===== src/rtl/cwp_pkg.sv =====
package cwp_pkg;
  typedef enum logic {ST_IDLE = 1'b0, ST_RUN = 1'b1} run_state_t;

  // Shift-in of one sample at the top: after SPW shifts the oldest sits in bit 0.
  function automatic logic [15:0] shift_in16(logic [15:0] cur, logic din);
    return {din, cur[15:1]};
  endfunction
endpackage


===== src/rtl/cwp_lane.sv =====
module cwp_lane #(
  parameter int SPW = 16
) (
  input  logic           clk,
  input  logic           rst_n,
  input  logic           clr,
  input  logic           shift,
  input  logic           din,
  input  logic           load,
  output logic [SPW-1:0] word_o
);
  logic [SPW-1:0] sh_q;
  logic [SPW-1:0] sh_nxt;

  assign sh_nxt = {din, sh_q[SPW-1:1]};

  always_ff @(posedge clk or negedge rst_n) begin
    if (!rst_n) begin
      sh_q   <= '0;
      word_o <= '0;
    end else if (clr) begin
      sh_q <= '0;
    end else if (shift) begin
      sh_q <= sh_nxt;
      if (load) word_o <= sh_nxt;
    end
  end
endmodule


===== src/rtl/cwp_pick.sv =====
module cwp_pick #(
  parameter int N  = 32,
  parameter int IW = 5
) (
  input  logic [N-1:0]  req,
  output logic [IW-1:0] idx,
  output logic          any
);
  always_comb begin
    idx = '0;
    for (int i = N - 1; i >= 0; i--) begin
      if (req[i]) idx = IW'(i);
    end
  end
  assign any = |req;
endmodule


===== src/rtl/chan_word_packer.sv =====
module chan_word_packer #(
  parameter int NCH = 32,
  parameter int SPW = 16
) (
  input  logic                   clk,
  input  logic                   rst_n,
  input  logic                   start,
  input  logic [NCH-1:0]         en_mask,
  input  logic [NCH-1:0]         pins,
  input  logic                   strobe,
  input  logic                   ovf_clr,
  input  logic                   out_ready,
  output logic                   out_valid,
  output logic [SPW-1:0]         out_word,
  output logic [$clog2(NCH)-1:0] out_chan,
  output logic                   overflow
);
  import cwp_pkg::*;

  localparam int CHW = $clog2(NCH);
  localparam int CW  = $clog2(SPW);
  localparam logic [CW-1:0] LAST = CW'(SPW - 1);

  run_state_t     state_q;
  logic [NCH-1:0] mask_q;
  logic [CW-1:0]  cnt_q;
  logic [NCH-1:0] pend_q;

  // Named internal events, observed by the checker.
  logic           take;
  logic           grp_done;
  logic           pop;
  logic [NCH-1:0] pop_vec;
  logic           drain_busy;
  logic           grp_load;

  logic [SPW-1:0] lane_word [NCH];
  logic [CHW-1:0] cur;
  logic           any_pend;

  assign take       = (state_q == ST_RUN) && strobe && !start;
  assign grp_done   = take && (cnt_q == LAST);
  assign pop        = out_valid && out_ready;
  assign pop_vec    = pop ? (NCH'(1) << cur) : '0;
  assign drain_busy = |(pend_q & ~pop_vec);
  assign grp_load   = grp_done && !drain_busy;

  generate
    for (genvar c = 0; c < NCH; c++) begin : g_lane
      cwp_lane #(.SPW(SPW)) u_lane (
        .clk   (clk),
        .rst_n (rst_n),
        .clr   (start),
        .shift (take),
        .din   (pins[c]),
        .load  (grp_load),
        .word_o(lane_word[c])
      );
    end
  endgenerate

  cwp_pick #(.N(NCH), .IW(CHW)) u_pick (
    .req(pend_q),
    .idx(cur),
    .any(any_pend)
  );

  assign out_valid = any_pend;
  assign out_chan  = cur;
  assign out_word  = lane_word[cur];

  always_ff @(posedge clk or negedge rst_n) begin
    if (!rst_n) begin
      state_q  <= ST_IDLE;
      mask_q   <= '0;
      cnt_q    <= '0;
      pend_q   <= '0;
      overflow <= 1'b0;
    end else if (start) begin
      state_q  <= ST_RUN;
      mask_q   <= en_mask;
      cnt_q    <= '0;
      pend_q   <= '0;
      overflow <= 1'b0;
    end else begin
      if (take) cnt_q <= (cnt_q == LAST) ? '0 : cnt_q + CW'(1);
      if (grp_load) pend_q <= mask_q;
      else          pend_q <= pend_q & ~pop_vec;
      if (grp_done && drain_busy) overflow <= 1'b1;
      else if (ovf_clr)           overflow <= 1'b0;
    end
  end
endmodule


===== config.mk =====
export PLATFORM = sky130hd
export DESIGN_NAME = chan_word_packer
export DESIGN_NICKNAME = d
export VERILOG_FILES = /design/src/rtl/cwp_pkg.sv /design/src/rtl/cwp_lane.sv /design/src/rtl/cwp_pick.sv /design/src/rtl/chan_word_packer.sv
export SDC_FILE = /design/constraint.sdc
export NUM_CORES = 2
export LEC_CHECK = 0
export ABC_CLOCK_PERIOD_IN_PS = 11880
export BUFFER_PORTS_ARGS = -buffer_cell sky130_fd_sc_hd__buf_2
export CELL_PAD_IN_SITES_DETAIL_PLACEMENT = 1
export CELL_PAD_IN_SITES_GLOBAL_PLACEMENT = 1
export CORE_AREA = 2 2 373 375
export DETAILED_ROUTE_END_ITERATION = 12
export DIE_AREA = 0 0 375 377
export PLACE_DENSITY = 0.63
export RECOVER_POWER = 25
export SYNTH_ARGS = -nofsm -noshare
export SYNTH_HDL_FRONTEND = slang
export SYNTH_HIERARCHICAL = 1
export SYNTH_SLANG_ARGS = --single-unit

===== constraint.sdc =====
create_clock -name clk -period 11.88 [get_ports clk]
set_clock_uncertainty 0.2 [all_clocks]
set_input_delay 0.594 -clock clk [delete_from_list [all_inputs] [get_ports clk]]
set_output_delay 0.594 -clock clk [all_outputs]
set_load 0.005 [all_outputs]

# --- Word-level counts from Yosys, hierarchy flattened ---
# Index checks and enable logic that the tools add are counted.
word_totals:
  register_bits: 1094
  inputBits: 70
  out_inout_bits: 23
  wordCells: 198
classes:
  addsub: 1
  order_cmp: 1
  n_eq_ne: 1
  n_shift: 1
  n_mux: 108
  n_bitwise: 4
  n_reduce_logical: 13
op_table:
  columns: ["operator", "n"]
  rows:
  - ["$mux W16", 66]
  - ["$mux W5", 32]
  - ["$mux W32", 3]
  - ["$bmux W16 S5", 1]
  - ["$reduce_or A32 Y1", 2]
  - ["$and A32 B32 Y32", 1]
  - ["$not A32 Y32", 1]
  - ["$shl A1 B5 Y32 const A", 1]
  - ["$mux W4", 3]
  - ["$ge A6 B6 Y1 const B", 1]
  - ["$logic_and A1 B1 Y1", 6]
  - ["$not A5 Y6", 1]
  - ["$add A4 B1 Y4 const B", 1]
  - ["$eq A4 B4 Y1 const B", 1]
  - ["$mux W1", 3]
  - ["$reduce_and A3 Y1", 1]
  - ["$reduce_bool A3 Y1", 1]
  - ["$logic_not A1 Y1", 2]
  - ["$reduce_bool A2 Y1", 1]
  - ["$not A1 Y1", 1]

# --- Longest topological paths before layout ---
logic_depth:
  ltp_word: 41
  depth_mapped: 16
  mapped_depth_nobuf: 13

# --- By module ---
# The synthesis kept the hierarchy.
by_module_without_submodules:
  columns: ["module", "n_inst", "cells_per_inst", "area_per_inst_um2", "seq_area_each_um2"]
  rows:
  - ["cwp_lane", 32, 82, 1253.7, 775.7]
  - ["chan_word_packer", 1, 565, 7352.1, 1751.7]
  - ["cwp_pick", 1, 65, 385.4, 0.0]

# --- Worst setup path before layout ---
# Ideal clock, no wire load.
synth_path:
  path_type: "register to register"
  start: "reg pend_q[19]"
  end: "reg g_lane[0].u_lane.word_o[0]"
  setup_ns: 0.125
  arrival_time_ns: 9.696
  t_required_ns: 11.555
  slack_ns: 1.859
  path_stages_with_launch: 15
  path_buffers: 3
  synth_period_minus_slack_ns: 10.021
  path_cell_list: "dfrtp_1 or4_4 o21ai_1 nand2_1 a21boi_2 buf_2 buf_1 a31oi_1 o32ai_1 and4_1 nand4_1 nor3_1 nand3b_4 buf_6 mux2_4"
synth_via:
  elab_chain_cells: 28
  elab_cells_between_ends: 30
  cone_classes: "shift (1); mux (21); bitwise (2); reduce/logical (6)"
synth_lines:
  columns: ["element", "line_no", "rtl"]
  rows:
  - ["start: declaration", "chan_word_packer.sv:27", "logic [NCH-1:0] pend_q;"]
  - ["start signal: assignment", "chan_word_packer.sv:87", "if (grp_load) pend_q <= mask_q;"]
  - ["start signal: assignment", "chan_word_packer.sv:88", "else pend_q <= pend_q & ~pop_vec;"]
  - ["$mux W5 (20 in a row)", "cwp_pick.sv:12", "if (req[i]) idx = IW'(i);"]
  - ["named net out_chan[2]", "chan_word_packer.sv:15", "output logic [$clog2(NCH)-1:0] out_chan,"]
  - ["$shl A1 B5 Y32", "chan_word_packer.sv:44", "assign pop_vec = pop ? (NCH'(1) << cur) : '0;"]
  - ["$mux W32", "chan_word_packer.sv:44", null]
  - ["$not A32 Y32", "chan_word_packer.sv:45", "assign drain_busy = |(pend_q & ~pop_vec);"]
  - ["$and A32 B32 Y32", "chan_word_packer.sv:45", null]
  - ["$reduce_or A32 Y1", "chan_word_packer.sv:45", null]
  - ["$logic_not A1 Y1", "chan_word_packer.sv:46", "assign grp_load = grp_done && !drain_busy;"]
  - ["$logic_and A1 B1 Y1", "chan_word_packer.sv:46", null]
  - ["named net grp_load", "chan_word_packer.sv:35", "logic grp_load;"]
  - ["$reduce_and A3 Y1 (no source line)", null, null]
  - ["end signal: assignment", "cwp_lane.sv:25", "if (load) word_o <= sh_nxt;"]
  - ["end: declaration", "cwp_lane.sv:10", "output logic [SPW-1:0] word_o"]
# The timed path passes the listed nets, and every way through them passes these cells.
# A chain may end at the register's enable or synchronous reset.

# --- Worst setup path in the final report ---
layout_path:
  start: "in start"
  end: "reg g_lane[10].u_lane.word_o[15]"
layout_via:
  elab_chain_cells: 5
  elab_cells_between_ends: 6
  cone_classes: "bitwise (1); reduce/logical (5)"
layout_lines:
  columns: ["element", "line_no", "rtl"]
  rows:
  - ["start: declaration", "chan_word_packer.sv:7", "input logic start,"]
  - ["$logic_not A1 Y1", "chan_word_packer.sv:41", "assign take = (state_q == ST_RUN) && strobe && !start;"]
  - ["$logic_and A1 B1 Y1", "chan_word_packer.sv:41", null]
  - ["$logic_and A1 B1 Y1", "chan_word_packer.sv:42", "assign grp_done = take && (cnt_q == LAST);"]
  - ["$logic_and A1 B1 Y1", "chan_word_packer.sv:46", null]
  - ["$reduce_and A3 Y1 (no source line) (*)", null, null]
  - ["end signal: assignment", "cwp_lane.sv:25", null]
  - ["end: declaration", "cwp_lane.sv:10", null]
# Every way passes the cells marked *; elsewhere a longest branch is shown, timed or not.

==> metrics.cfg <==
[grt]
grt.total_usage=0.170
grt_max_degree=179
grt_pass1_vias=29300
globalRouteOverflowTotal=0
antenna_found_initial=9
grt_pass1_wl_microns=186000

[drt]
first_pass_iters=4
vias=26800
drt_wl_total_microns=118000
wire_per_inst_microns=22.5
drt-initial-drc-count=1387
avgViaCountPerCell=5.10
drc=0
final_antenna_net_count=0

[synthesis]
synth_cell_type_count=67
netlist_area_sq_um=47900
synth_seq_cells=1062
syn_avg_cell_area_sq_um=14.7
synth_edf_count=0
ys_seq_area_frac=0.555
synthCells=3254
yosysTopAreaCell=dfrtp_1
synth.top_cell.area_share=0.555
synth_ff_type=dfrtp_1
async_flop_share=1.00
yosysWarningCount=6
netlist_top_cells_area=dfrtp_1 (56%), mux2i_1 (10%), mux2_4 (10%)
synth_nets=3325

[timing]
fin_setup_tns_ps=0
relSlewSlack=-4.75
hold_viol_final=0
timing.final.crit_share=0.717
holdWs_ps=81.9
drv_slew=324
finalSetupViolCount=0
fmax_mhz=117
fin_crit_ps=8520
grt_setup_unrepaired=false
tightest_slew_ps=8620

[layout]
mostFrequentLayoutCell=dfrtp_1
fin_util=0.394
most-common-layout-cells=dfrtp_1 (1062), nor2_1 (502), mux2i_1 (485), mux2_4 (320), mux2_2 (213)
layout-area-overhead-vs-synth_pct=12.8
n_fill_cell=13800
nNetsFinal=3446
drive_above_1_share=0.302

[placement]
hpwlAfterDp_microns=74100
port_buffers=92
routabilityCongestion=0.851

[clock_tree]
worstSkewPairLatency_ps=720
cts_buffers=114
cts_setup_buffers=0
root_buffer=clkbuf_16
clock_sinks=1062
cts_buffer_depth=3
h-tree-depth=3
cts_tree=done
cts.reportedPaths.clkPinSlew_ps=60

[floorplan]
rows=136
die_area_sq_um=141000
io_pins=93
core_area_sq_um=137000
die_y_microns=377
die_w_microns=375
start_util=0.349

[setup_path]
worst_path_largest_cell_delay_ps=5970
arrival_ps=8920
endpoint_kind=flop
slowest_stage=clkbuf_1
crit_path_start_kind=input pin
path_cells=buf_8 > clkbuf_1 > nand3b_4 > mux2_2
crit_fanout=178
required_ps=12280
cpLargestDelayFamily=buffers and inverters
critPathBufInv=2
critPathKind=in -> reg

[run_status]
status=complete, but fails checks
violations=max-capacitance violations, max-slew violations

[job]
maxCapViolCount=3

[power_and_ir_drop]
power.leakage_nw=26.5
vdd_drop_max_mv=0.104
power.density_nw_per_um2=138

[worst_hold_path]
worstHoldPathType=in -> reg

-- through the flow --
stage | setup WS, ps | total power [mW] | instances | instance area (sq um)
6_report | 3360 | 7.46 | 5259 | 54000
5_1_grt | 2470 | 7.75 | 5257 | 54000
4_1_cts | 5100 | 7.59 | 5256 | 54000
3_5_place_dp | 5160 | 3.97 | 4987 | 49600
3_3_place_gp | 5210 | 3.97 | 4987 | 49600
2_1_floorplan | 1860 | 3.84 | 3254 | 47900
-- repair_timing --
item,4_1_cts,5_1_grt
hold buffers,66,0
resized for setup,0,0
hold endpoints to repair,213,0
-- cell type report --
| cell class | instances | area, sq um | share of cell area |
|---|---|---|---|
| Clock buffer | 173 | 3410 | 0.0631 |
| Antenna cell | 3 | 7.51 | 0.000139 |
| Inverter | 11 | 41.3 | 0.000765 |
| Sequential cell | 1062 | 26600 | 0.492 |
| Multi-Input combinational cell | 1992 | 19900 | 0.369 |
| Timing Repair Buffer | 194 | 1480 | 0.0274 |
| Clock inverter | 30 | 317 | 0.00586 |
| Tap cell | 1794 | 2240 | 0.0416 |
-- cells by family after synthesis --
| family | after synthesis | synth area share |
|---|---|---|
| mux | 1178 | 0.327 |
| compound gates | 106 | 0.0166 |
| buf+inv | 200 | 0.0298 |
| simple gates | 706 | 0.0706 |
| fa+ha+maj | 1 | 0.000261 |
| flops | 1062 | 0.555 |
| xor+xnor | 1 | 0.000183 |
-- flip-flops by register name, indices dropped and copies added, names as in the netlist --
| register | cells |
|---|---|
| g_lane.u_lane/word_o | 512 |
| g_lane.u_lane/sh_q | 480 |
| mask_q | 32 |
| pend_q | 32 |
| cnt_q | 4 |
| overflow | 1 |
| state_q | 1 |
-- power by group --
group	switching, mW	total (mW)	leakage (nW)	internal, mW
registers	0.0110	3.65	14.8	3.64
clock network	1.47	3.54	1.83	2.07
logic	0.186	0.272	9.95	0.0858
total	1.67	7.46	26.5	5.79
-- synthesized netlist by cell type (17+ instances only) --
cell type and count:
o22ai_1 17, buf_6 69, nand2_1 108, nor2_1 502, nand3b_4 32, mux2_4 320, buf_4 34, mux2_2 213
clkbuf_1 58, o21ai_0 18, mux2i_1 485, mux4_2 160, dfrtp_1 1062, buf_2 23
-- metal layers --
| metal | track usage | up-vias | share of wire |
|---|---|---|---|
| met1 | 0.247 | 14400 | 0.49 |
| met5 | 0 | - | 0.00025 |
| li1 | - | 11900 | - |
| met3 | 0.0294 | 147 | 0.039 |
| met2 | 0.257 | 387 | 0.45 |
| met4 | 0.0546 | 4 | 0.025 |
-- worst paths after layout --
kind                                  from                      endpoint  slack (ps)  depth (start not counted)
worst max-delay path                 start  g_lane[10].u_lane/word_o[15]        3360                          4
max in group asynchronous            rst_n                    pend_q[25]        4390                          2
worst min-delay path               pins[1]   g_lane[1].u_lane/word_o[15]          80                          2
worst max register to register  pend_q[11]    g_lane[0].u_lane/word_o[2]        5100                         14
min in group asynchronous            rst_n     g_lane[8].u_lane/sh_q[12]        2980                          2
worst min register to register  mask_q[25]                    mask_q[25]         270                          2
Note: power is estimated with default switching activity, not from simulation.
